File: src/rtl/gpio_bank_pkg.sv
`timescale 1ns/1ps
// Shared constants and types for the banked GPIO configuration block.
// Assumes a fixed six-bank, four-bit-payload register layout per pin.
package gpio_bank_pkg;
    localparam int NBANK     = 6;
    localparam int PAYLOAD_W = 4;
    localparam int IDX_W     = 3;

    typedef enum logic [1:0] {
        MODE_IN   = 2'd0,
        MODE_BOTH = 2'd1,
        MODE_OUT  = 2'd2,
        MODE_OFF  = 2'd3
    } pin_mode_e;

    localparam logic [2:0] BIAS_PULL_DOWN = 3'd4;

    typedef struct packed {
        logic       en;
        logic [2:0] vsel;
        logic       oe;
        logic       dout;
        logic       ie;
        logic       pu;
        logic       pd;
        logic [1:0] pu_str;
        logic [1:0] drv;
        logic [2:0] func;
        logic       inv;
    } pad_ctl_t;
endpackage

File: src/rtl/gpio_bank_decode.sv
`timescale 1ns/1ps
// Pure combinational decode of one pin's six banks into pad controls.
// Assumes banks are presented in index order, bank 0 lowest.
module gpio_bank_decode
    import gpio_bank_pkg::*;
(
    input  logic [NBANK-1:0][PAYLOAD_W-1:0] banks,
    input  logic                            pad_in,
    output pad_ctl_t                        ctl,
    output logic                            core_in
);
    pin_mode_e  mode;
    logic       open_drain;
    logic       out_val;
    logic       tristate;
    logic       driving;
    logic [2:0] bias;

    // Field extraction and pad control derivation
    always_comb begin
        mode       = pin_mode_e'(banks[1][3:2]);
        open_drain = banks[1][1];
        out_val    = banks[1][0];
        tristate   = banks[3][0];
        bias       = banks[2][3:1];
        driving    = (mode == MODE_BOTH || mode == MODE_OUT) && !tristate;

        ctl        = '0;
        ctl.en     = banks[0][0];
        ctl.vsel   = banks[0][3:1];
        ctl.oe     = driving && (!open_drain || !out_val);
        ctl.dout   = out_val && !open_drain;
        ctl.ie     = (mode == MODE_IN || mode == MODE_BOTH) && !tristate;
        ctl.pu     = !bias[2];
        ctl.pd     = (bias == BIAS_PULL_DOWN);
        ctl.pu_str = bias[2] ? 2'd0 : bias[1:0];
        ctl.drv    = banks[3][3:2];
        ctl.func   = banks[4][3:1];
        ctl.inv    = !banks[5][3];
        core_in    = pad_in ^ ctl.inv;
    end
endmodule

File: src/rtl/gpio_bank_pin.sv
`timescale 1ns/1ps
// One pin's bank storage, bank pointer and read byte, plus its decode.
// Assumes wr_hit is already qualified by address match.
module gpio_bank_pin
    import gpio_bank_pkg::*;
(
    input  logic       clk,
    input  logic       rst_n,
    input  logic       wr_hit,
    input  logic [7:0] wdata,
    input  logic       pad_in,
    output logic [7:0] rd_byte,
    output pad_ctl_t   ctl,
    output logic       core_in
);
    logic [NBANK-1:0][PAYLOAD_W-1:0] bank_q;
    logic [IDX_W-1:0]                sel_q;
    logic [PAYLOAD_W-1:0]            sel_payload;

    wire             is_store = wdata[7];
    wire [IDX_W-1:0] w_idx    = wdata[6:4];

    // One register per bank, loaded by a store naming it
    for (genvar b = 0; b < NBANK; b++) begin : g_bank
        always_ff @(posedge clk) begin
            if (!rst_n)
                bank_q[b] <= '0;
            else if (wr_hit && is_store && w_idx == IDX_W'(b))
                bank_q[b] <= wdata[PAYLOAD_W-1:0];
        end
    end

    // Bank pointer, moved only by a non-store write
    always_ff @(posedge clk) begin
        if (!rst_n)
            sel_q <= '0;
        else if (wr_hit && !is_store)
            sel_q <= w_idx;
    end

    // Payload of the pointed-to bank, zero for indices past the last bank
    always_comb begin
        sel_payload = '0;
        for (int b = 0; b < NBANK; b++)
            if (sel_q == IDX_W'(b)) sel_payload = bank_q[b];
        rd_byte = {1'b0, sel_q, sel_payload};
    end

    gpio_bank_decode i_decode (
        .banks   (bank_q),
        .pad_in  (pad_in),
        .ctl     (ctl),
        .core_in (core_in)
    );

    // pointer moves never disturb stored banks
    p_select_keeps_r3: assert property (@(posedge clk) disable iff (!rst_n)
        wr_hit && !wdata[7] |=> $stable(bank_q));
    // stores never move the pointer
    p_store_keeps_sel_r2: assert property (@(posedge clk) disable iff (!rst_n)
        wr_hit && wdata[7] |=> $stable(sel_q));
    // stores to bank 6 or 7 are dropped
    p_bank67_ignored_r12: assert property (@(posedge clk) disable iff (!rst_n)
        wr_hit && wdata[7] && wdata[6:4] >= 3'd6 |=> $stable(bank_q));
    // tristate or mode off silences both buffers
    p_off_silent_r7: assert property (@(posedge clk) disable iff (!rst_n)
        (bank_q[1][3:2] == 2'b11 || bank_q[3][0]) |-> (!ctl.oe && !ctl.ie));
    // an open-drain pad never drives high
    p_od_no_high_r6: assert property (@(posedge clk) disable iff (!rst_n)
        ctl.oe && bank_q[1][1] |-> !ctl.dout);
    // reset clears storage and pointer
    p_reset_clear_r11: assert property (@(posedge clk)
        !rst_n |=> (bank_q == '0 && sel_q == '0));
endmodule

File: src/rtl/gpio_bank_rdmux.sv
`timescale 1ns/1ps
// Registered read path: picks the addressed pin's read byte on a read.
// Assumes hit and idx come from the same address decode as the writes.
module gpio_bank_rdmux #(
    parameter int NUM_PINS = 8,
    parameter int PIN_W    = 3
) (
    input  logic                     clk,
    input  logic                     rst_n,
    input  logic                     rd,
    input  logic                     hit,
    input  logic [PIN_W-1:0]         idx,
    input  logic [NUM_PINS-1:0][7:0] rd_bytes,
    output logic [7:0]               rdata
);
    logic [7:0] pick;

    // Select the addressed pin's byte
    always_comb begin
        pick = '0;
        for (int p = 0; p < NUM_PINS; p++)
            if (idx == PIN_W'(p)) pick = rd_bytes[p];
    end

    // Capture on read, hold otherwise
    always_ff @(posedge clk) begin
        if (!rst_n)
            rdata <= '0;
        else if (rd)
            rdata <= hit ? pick : 8'h00;
    end

    // read data holds between reads
    p_rd_hold_r4: assert property (@(posedge clk) disable iff (!rst_n)
        !rd |=> $stable(rdata));
    // top bit of read data is always zero
    p_rd_top_zero_r4: assert property (@(posedge clk) disable iff (!rst_n)
        !rdata[7]);
    // a read outside the pin range returns zero
    p_miss_zero_r1: assert property (@(posedge clk) disable iff (!rst_n)
        rd && !hit |=> rdata == 8'h00);
endmodule

File: src/rtl/gpio_bank_regs.sv
`timescale 1ns/1ps
// Top: address decode, per-pin bank registers, read mux and flattened
// pad controls. Assumes one bus access (read, write or both) per cycle.
module gpio_bank_regs
    import gpio_bank_pkg::*;
#(
    parameter int NUM_PINS  = 8,
    parameter int ADDR_W    = 10,
    parameter int BASE_ADDR = 'h150
) (
    input  logic                    clk,
    input  logic                    rst_n,
    input  logic                    bus_wr,
    input  logic                    bus_rd,
    input  logic [ADDR_W-1:0]       bus_addr,
    input  logic [7:0]              bus_wdata,
    output logic [7:0]              bus_rdata,
    input  logic [NUM_PINS-1:0]     pad_in,
    output logic [NUM_PINS-1:0]     core_in,
    output logic [NUM_PINS-1:0]     pad_oe,
    output logic [NUM_PINS-1:0]     pad_do,
    output logic [NUM_PINS-1:0]     pad_ie,
    output logic [NUM_PINS-1:0]     pad_pu,
    output logic [NUM_PINS-1:0]     pad_pd,
    output logic [2*NUM_PINS-1:0]   pad_pu_str,
    output logic [2*NUM_PINS-1:0]   pad_drv,
    output logic [3*NUM_PINS-1:0]   pad_func,
    output logic [3*NUM_PINS-1:0]   pad_vsel,
    output logic [NUM_PINS-1:0]     pad_en
);
    localparam int                PIN_W  = (NUM_PINS > 1) ? $clog2(NUM_PINS) : 1;
    localparam logic [ADDR_W-1:0] BASE_A = ADDR_W'(BASE_ADDR);
    localparam logic [ADDR_W-1:0] NP_A   = ADDR_W'(NUM_PINS);

    logic [ADDR_W-1:0]        offset;
    logic                     hit;
    logic [PIN_W-1:0]         pin_idx;
    logic [NUM_PINS-1:0][7:0] rd_bytes;
    pad_ctl_t                 ctl [NUM_PINS];

    // Map the bus address to a pin index and range hit
    always_comb begin
        offset  = bus_addr - BASE_A;
        hit     = (bus_addr >= BASE_A) && (offset < NP_A);
        pin_idx = offset[PIN_W-1:0];
    end

    for (genvar p = 0; p < NUM_PINS; p++) begin : g_pin
        gpio_bank_pin i_pin (
            .clk     (clk),
            .rst_n   (rst_n),
            .wr_hit  (bus_wr && hit && pin_idx == PIN_W'(p)),
            .wdata   (bus_wdata),
            .pad_in  (pad_in[p]),
            .rd_byte (rd_bytes[p]),
            .ctl     (ctl[p]),
            .core_in (core_in[p])
        );

        assign pad_oe[p]            = ctl[p].oe;
        assign pad_do[p]            = ctl[p].dout;
        assign pad_ie[p]            = ctl[p].ie;
        assign pad_pu[p]            = ctl[p].pu;
        assign pad_pd[p]            = ctl[p].pd;
        assign pad_pu_str[2*p +: 2] = ctl[p].pu_str;
        assign pad_drv[2*p +: 2]    = ctl[p].drv;
        assign pad_func[3*p +: 3]   = ctl[p].func;
        assign pad_vsel[3*p +: 3]   = ctl[p].vsel;
        assign pad_en[p]            = ctl[p].en;

        // pull-up and pull-down are never both active
        p_pull_exclusive_r8: assert property (@(posedge clk) disable iff (!rst_n)
            !(pad_pu[p] && pad_pd[p]));
    end

    gpio_bank_rdmux #(.NUM_PINS(NUM_PINS), .PIN_W(PIN_W)) i_rdmux (
        .clk      (clk),
        .rst_n    (rst_n),
        .rd       (bus_rd),
        .hit      (hit),
        .idx      (pin_idx),
        .rd_bytes (rd_bytes),
        .rdata    (bus_rdata)
    );
endmodule

File: config.mk
export PLATFORM = sky130hd
export DESIGN_NAME = gpio_bank_regs
export DESIGN_NICKNAME = d
export VERILOG_FILES = /design/src/rtl/gpio_bank_pkg.sv /design/src/rtl/gpio_bank_decode.sv /design/src/rtl/gpio_bank_pin.sv /design/src/rtl/gpio_bank_rdmux.sv /design/src/rtl/gpio_bank_regs.sv
export SDC_FILE = /design/constraint.sdc
export NUM_CORES = 1
export LEC_CHECK = 0
export BUFFER_PORTS_ARGS = -buffer_cell sky130_fd_sc_hd__buf_2
export CORE_MARGIN = 1.5
export CORE_UTILIZATION = 53
export DETAILED_ROUTE_END_ITERATION = 12
export PLACE_DENSITY = 0.78
export SETUP_SLACK_MARGIN = 0.05
export SYNTH_ARGS = -nofsm -noshare
export SYNTH_HDL_FRONTEND = slang
export SYNTH_SLANG_ARGS = --single-unit
File: constraint.sdc
create_clock -name clk -period 1.9 [get_ports clk]
set_input_delay 0.095 -clock clk [delete_from_list [all_inputs] [get_ports clk]]
set_output_delay 0.095 -clock clk [all_outputs]
set_load 0.02 [all_outputs]
## Word-level counts from Yosys, hierarchy flattened

Index checks and enable logic that the tools add are counted.

| cells by class | value |
|---|---|
| $add $sub $neg | 1 |
| order comparisons | 2 |
| eq/ne operators | 76 |
| muxes and demuxes | 65 |
| bitwise gates (word level) | 8 |
| reduce and logical (&&, ||, !) cells | 189 |

Operators by type and width:

| operator | number |
|---|---|
| $mux 4 | 48 |
| $logic_and 1x1->1 | 106 |
| $eq 3x3->1 const B | 30 |
| $mux 7 | 9 |
| $eq 3x2->1 const B | 20 |
| $logic_not 1->1 | 41 |
| $eq 3x1->1 const B | 10 |
| $logic_not 3->1 | 10 |
| $logic_or 1x1->1 | 24 |
| $eq 2x1->1 const B | 8 |
| $eq 2x2->1 const B | 8 |
| $logic_not 2->1 | 8 |
| $mux 2 | 8 |
| $ge 10x9->1 const B | 1 |
| $lt 10x4->1 const B | 1 |
| $sub 10x9->10 const B | 1 |
| $xor 1x1->1 | 8 |

| word-level totals | value |
|---|---|
| bits in registers | 224 |
| word-level logic and storage cells | 398 |

## Longest topological paths before layout

| depth | value |
|---|---|
| depth in word-level cells | 16 |
| depth in mapped cells | 8 |
| mapped depth without buffers | 6 |

## Modules after synthesis

Synthesis repeated with hierarchy kept, for this count alone.

| unflattened totals | value |
|---|---|
| cells, all modules | 1389 |
| area, all modules | 12510.7 um2 |

Modules (own cells, without submodules):

| module | instances | cells an instance | area an instance (um2) |
|---|---|---|---|
| gpio_bank_pin | 8 | 134 | 1276.2 |
| gpio_bank_decode | 8 | 24 | 168.9 |
| gpio_bank_rdmux | 1 | 107 | 832.0 |
| gpio_bank_regs | 1 | 18 | 117.6 |

## Worst setup path after synthesis

OpenSTA, ideal clock, no wires.

| timing path | value |
|---|---|
| path kind | reg-to-reg |
| start | register g_pin[0].i_pin.sel_q[0] |
| end | register i_rdmux.rdata[3] |
| data arrival time | 1.772 ns |
| required time | 1.775 ns |
| path slack | 0.004 ns |
| cell stages (with the launch flop) | 8 |
| cell sequence | dfxtp_1 -> buf_2 -> mux2_2 -> a221oi_1 -> o22ai_1 -> a222oi_1 -> or3_1 -> a21oi_1 |

| on the way | value |
|---|---|
| longest elaborated chain between the ends | 16 |
| elaborated cells on any way between the ends | 21 |

Ends and longest elaborated chain:

| element | RTL line | text |
|---|---|---|
| from (decl) | gpio_bank_pin.sv:17 | `logic [IDX_W-1:0] sel_q;` |
| from (signal assigned) | gpio_bank_pin.sv:38 | `sel_q <= w_idx;` |
| $logic_not 3->1 | gpio_bank_pin.sv:45 | `if (sel_q == IDX_W'(b)) sel_payload = bank_q[b];` |
| $mux 4 (5 in series) | gpio_bank_pin.sv:45 |  |
| $mux 4 * | gpio_bank_pin.sv:45 |  |
| $mux 7 * (8 in series) | gpio_bank_rdmux.sv:22 | `if (idx == PIN_W'(p)) pick = rd_bytes[p];` |
| $mux 7 * | gpio_bank_rdmux.sv:30 | `rdata <= hit ? pick : 8'h00;` |
| to (signal assigned) | gpio_bank_rdmux.sv:30 |  |
| to (decl) | gpio_bank_rdmux.sv:14 | `output logic [7:0] rdata` |

Mark *: on every way between the ends. The rest lies on a longest branch, timed or not.
A chain may end at the register's enable or synchronous reset.

## Final worst setup path

Ends and elaborated chain as after synthesis.

==> flow_summary.ini <==
[outcome]
status = complete, but fails checks
violations = negative setup slack

[sta]
skew_ns = 0.0209
finalHoldViolCount = 0
timing.hold.ws_ns = 0.0149
slew_violations = 0
maxSlewHeadroom = 0.664
tightest_slew_ns = 0.504
rsz0062_at_grt = true
fin_crit_sh = 1.03
final.setup.worst_slack_ns = -0.0532
setup_viol = 1
min_period_ns = 1.95
fmax_mhz = 512

[power]
power_density_nw_per_um2 = 707
seqPwrFrac = 0.462
leakagePower_nw = 5.24
power_frac_comb = 0.055
swShare = 0.224
p_switching_mw = 2.26
ir_drop_v = 0.000522
clockPowerShare = 0.483
p_int_mw = 7.84

[yosys]
synth.cell_area_um2 = 12200
yosys.area_share.xor_xnor = 0.00573
ys_ff_latch = 223
synth-simple-area-share = 0.231
ys_async_sr_fraction = 0
yosys_warnings = 0
synth_cells = 1468
synth_top_area_share = 0.365
synthMuxAreaShare = 0.123
synth-edff-count = 0
synth_top_cell_by_area = dfxtp_1
ys_seq_area_frac = 0.365
synth_top_family_by_area = simple AND/OR/NAND/NOR gates
syn-num-nets = 1514
synth_cell_types = 58
syn_avg_cell_area_um2 = 8.33
synth_ff_type = dfxtp_1
synthAdderAreaFrac = 0.0164
synth_compound_area_frac = 0.157
netlist_top_cells_area = dfxtp_1 36%, nand2_1 6.7%, mux2i_1 6.5%, nand3_1 6.3%, a21boi_1 5.8%

[route]
drt_wl_total_mm = 34.9
ant_nets = 0
drtIter0Drc = 1018
firstDrtPassIters = 7
wl_per_cell_um = 18.6
drc = 0
vias = 11000
drt-vias-per-instance = 5.82

[worst_hold_path]
hold_class = in2reg
hold_path_depth = 3
min-delay-start = bus_wdata[4]
hold_end = g_pin[6].i_pin.sel_q[0]

[floorplanning]
dieArea_um2 = 24000
rows = 55
fp.dieW_um = 155
ioPinCount = 174
core_region_area_um2 = 22600
start_util = 0.540
die_h_um = 155

[placed_design]
place_ws_ns = -0.123
hpwl_mm = 24.0
placedCellCount = 1836
gp_congestion = 0.952
dpl-instance-area_um2 = 13300
port_buffers = 172

[worst_setup_path]
rr_endpoint = i_rdmux.rdata[3]
cp_cell_sequence = mux4_2 > a221oi_2 > o22ai_1 > a222oi_1 > or3_1 > a21oi_1
r2r.worst_path.cells = 6
r2r_start = g_pin[0].i_pin.sel_q[0]
required_ns = 2.31
r2r_setup_slack_ns = -0.05
critPathMaxStageDelay_ns = 0.51
cp_max_fo = 2
crit_arrival_ns = 2.36
worstSetupEndpointType = flip-flop
cp_slowest_cell = mux4_2
start_kind = flip-flop
crit_type = reg2reg

[cts]
cts_tree = built
cts_buffers = 24
clkTransAtPathRegs_ns = 0.07
clockBufferDepth = 3
clkLatencyLatePin_ns = 0.53
htreeDepth = 1
cts_root_buf = clkbuf_16
cts_sinks = 223

[layout]
final_area_um2 = 14300
fin_nets = 1625
layoutNonFillerInstCount = 1882
area_delta_synth_final_pct = 16.8
nFillCells = 1876
drive_gt1_frac = 0.250

[grt]
grt_overflow_total = 0
grt_max_degree = 140
track_usage = 0.285
antenna_found_initial = 1
grt_pass1_wl_mm = 54.5
first_global_vias = 10100

[run]
maxCapViolCount = 0
==> power groups by stage <==
stage / Combinational (mW) / Sequential, mW / Clock (mW)
2_1_floorplan: 0.323 / 4.78 / 0
3_3_place_gp: 0.536 / 4.78 / 0
3_5_place_dp: 0.537 / 4.78 / 0
4_1_cts: 0.543 / 4.68 / 4.91
5_1_grt: 0.580 / 4.67 / 5.09
6_report: 0.555 / 4.67 / 4.87
==> state kept, by name (all words and copies together) (netlist names) <==
register	count
i_rdmux.rdata	7
g_pin.i_pin.sel_q	24
g_pin.i_pin.bank_q	192
==> what timing repair did <==
action | in CTS | in global routing
endpoints found under the hold margin | 3 | 0
buffers inserted | 0 | 1
pin swaps | 7 | 7
endpoints found under the setup margin | 4 | 8
gates resized for setup | 11 | 24
hold buffers | 1 | 0
==> cell usage after synthesis, drive strengths merged, types with 3 or more instances <==
cell	instances
or3	3
o211ai	6
nor3	23
buf	116
nand3b	6
ha	16
a21oi	49
nor2b	86
o22ai	3
nand2b	10
mux4	24
a31oi	7
mux2	15
and2	6
nor3b	5
nand3	155
a21boi	131
a22oi	7
mux2i	80
inv	47
o2bb2ai	3
nor2	62
a221oi	6
o221ai	4
clkbuf	75
nand2	218
dfxtp	223
o21ai	39
a211oi	11
xnor2	8
==> cell families (layout without fill, tap and decap cells) <==
logic type	count (synthesis)	in the layout
simple gates	582	582
compound gates	281	281
buf+inv	238	366
flops	223	223
mux	119	119
fa+ha+maj	16	16
xor+xnor	8	8
other cells	1	2
==> through the flow <==
stage,setup TNS (ns),total power [mW],util
after floorplan,0,5.10,-
after global placement,-0.140,5.32,0.590
after detailed placement,-0.427,5.32,0.590
after CTS,-0.0554,10.1,0.628
after global routing,-0.110,10.3,0.631
final,-0.0532,10.1,0.631
==> cell usage in the layout (no fill, tap or decap), types with 7 or more instances in the layout <==
cell type / count
buf_2: 171
nand2_1: 218
nor3_1: 17
dfxtp_1: 211
nor2_1: 56
buf_4: 90
buf_12: 13
mux4_2: 24
clkbuf_8: 8
a21oi_1: 48
nor2b_1: 85
a21boi_0: 36
ha_1: 16
a31oi_1: 7
o21ai_0: 35
nand2b_1: 8
inv_1: 47
clkbuf_16: 25
dfxtp_2: 9
mux2i_1: 80
xnor2_1: 8
a21boi_1: 95
nand3_1: 155
mux2_2: 15
==> worst max-delay path, delay by kind of cell (launching register included) <==
kind            cells  cell delay, ns
compound gates      4            0.83
simple gates        1            0.16
flops               1            0.33
mux                 1            0.51
==> final cells by class <==
| cell class | instances | area [um^2] | area share |
|---|---|---|---|
| clock inverters | 6 | 80.1 | 0.00560 |
| flip-flops and latches | 223 | 4490 | 0.314 |
| inverters | 47 | 176 | 0.0123 |
| clock buffers | 37 | 751 | 0.0525 |
| diodes | 1 | 2.50 | 0.000175 |
| well taps | 285 | 357 | 0.0250 |
| repair buffers | 276 | 1810 | 0.127 |
| multi-input cells | 1007 | 6620 | 0.463 |
==> routing by layer <==
layer / global-route usage / vias to the layer above / wire length (um)
met5: 0 / - / 0
li1: - / 5201 / -
met1: 0.383 / 5189 / 14800
met4: 0.114 / 0 / 1320
met3: 0.0435 / 91 / 2600
met2: 0.462 / 480 / 16200
==> how the worst max path moves through the flow <==
stage / from / end / slack, ns / depth (start not counted)
6_report: g_pin[0].i_pin.sel_q[0] / i_rdmux.rdata[3] / -0.05 / 6
5_1_grt: g_pin[0].i_pin.sel_q[0] / i_rdmux.rdata[3] / -0.11 / 6
4_1_cts: g_pin[0].i_pin.sel_q[0] / i_rdmux.rdata[3] / -0.06 / 6
3_5_place_dp: g_pin[0].i_pin.sel_q[0] / i_rdmux.rdata[3] / -0.12 / 6
3_3_place_gp: g_pin[0].i_pin.sel_q[0] / i_rdmux.rdata[3] / -0.10 / 6
2_1_floorplan: g_pin[0].i_pin.sel_q[0] / i_rdmux.rdata[3] / 0.05 / 6
No activity file was read; power rests on OpenSTA's default activity.
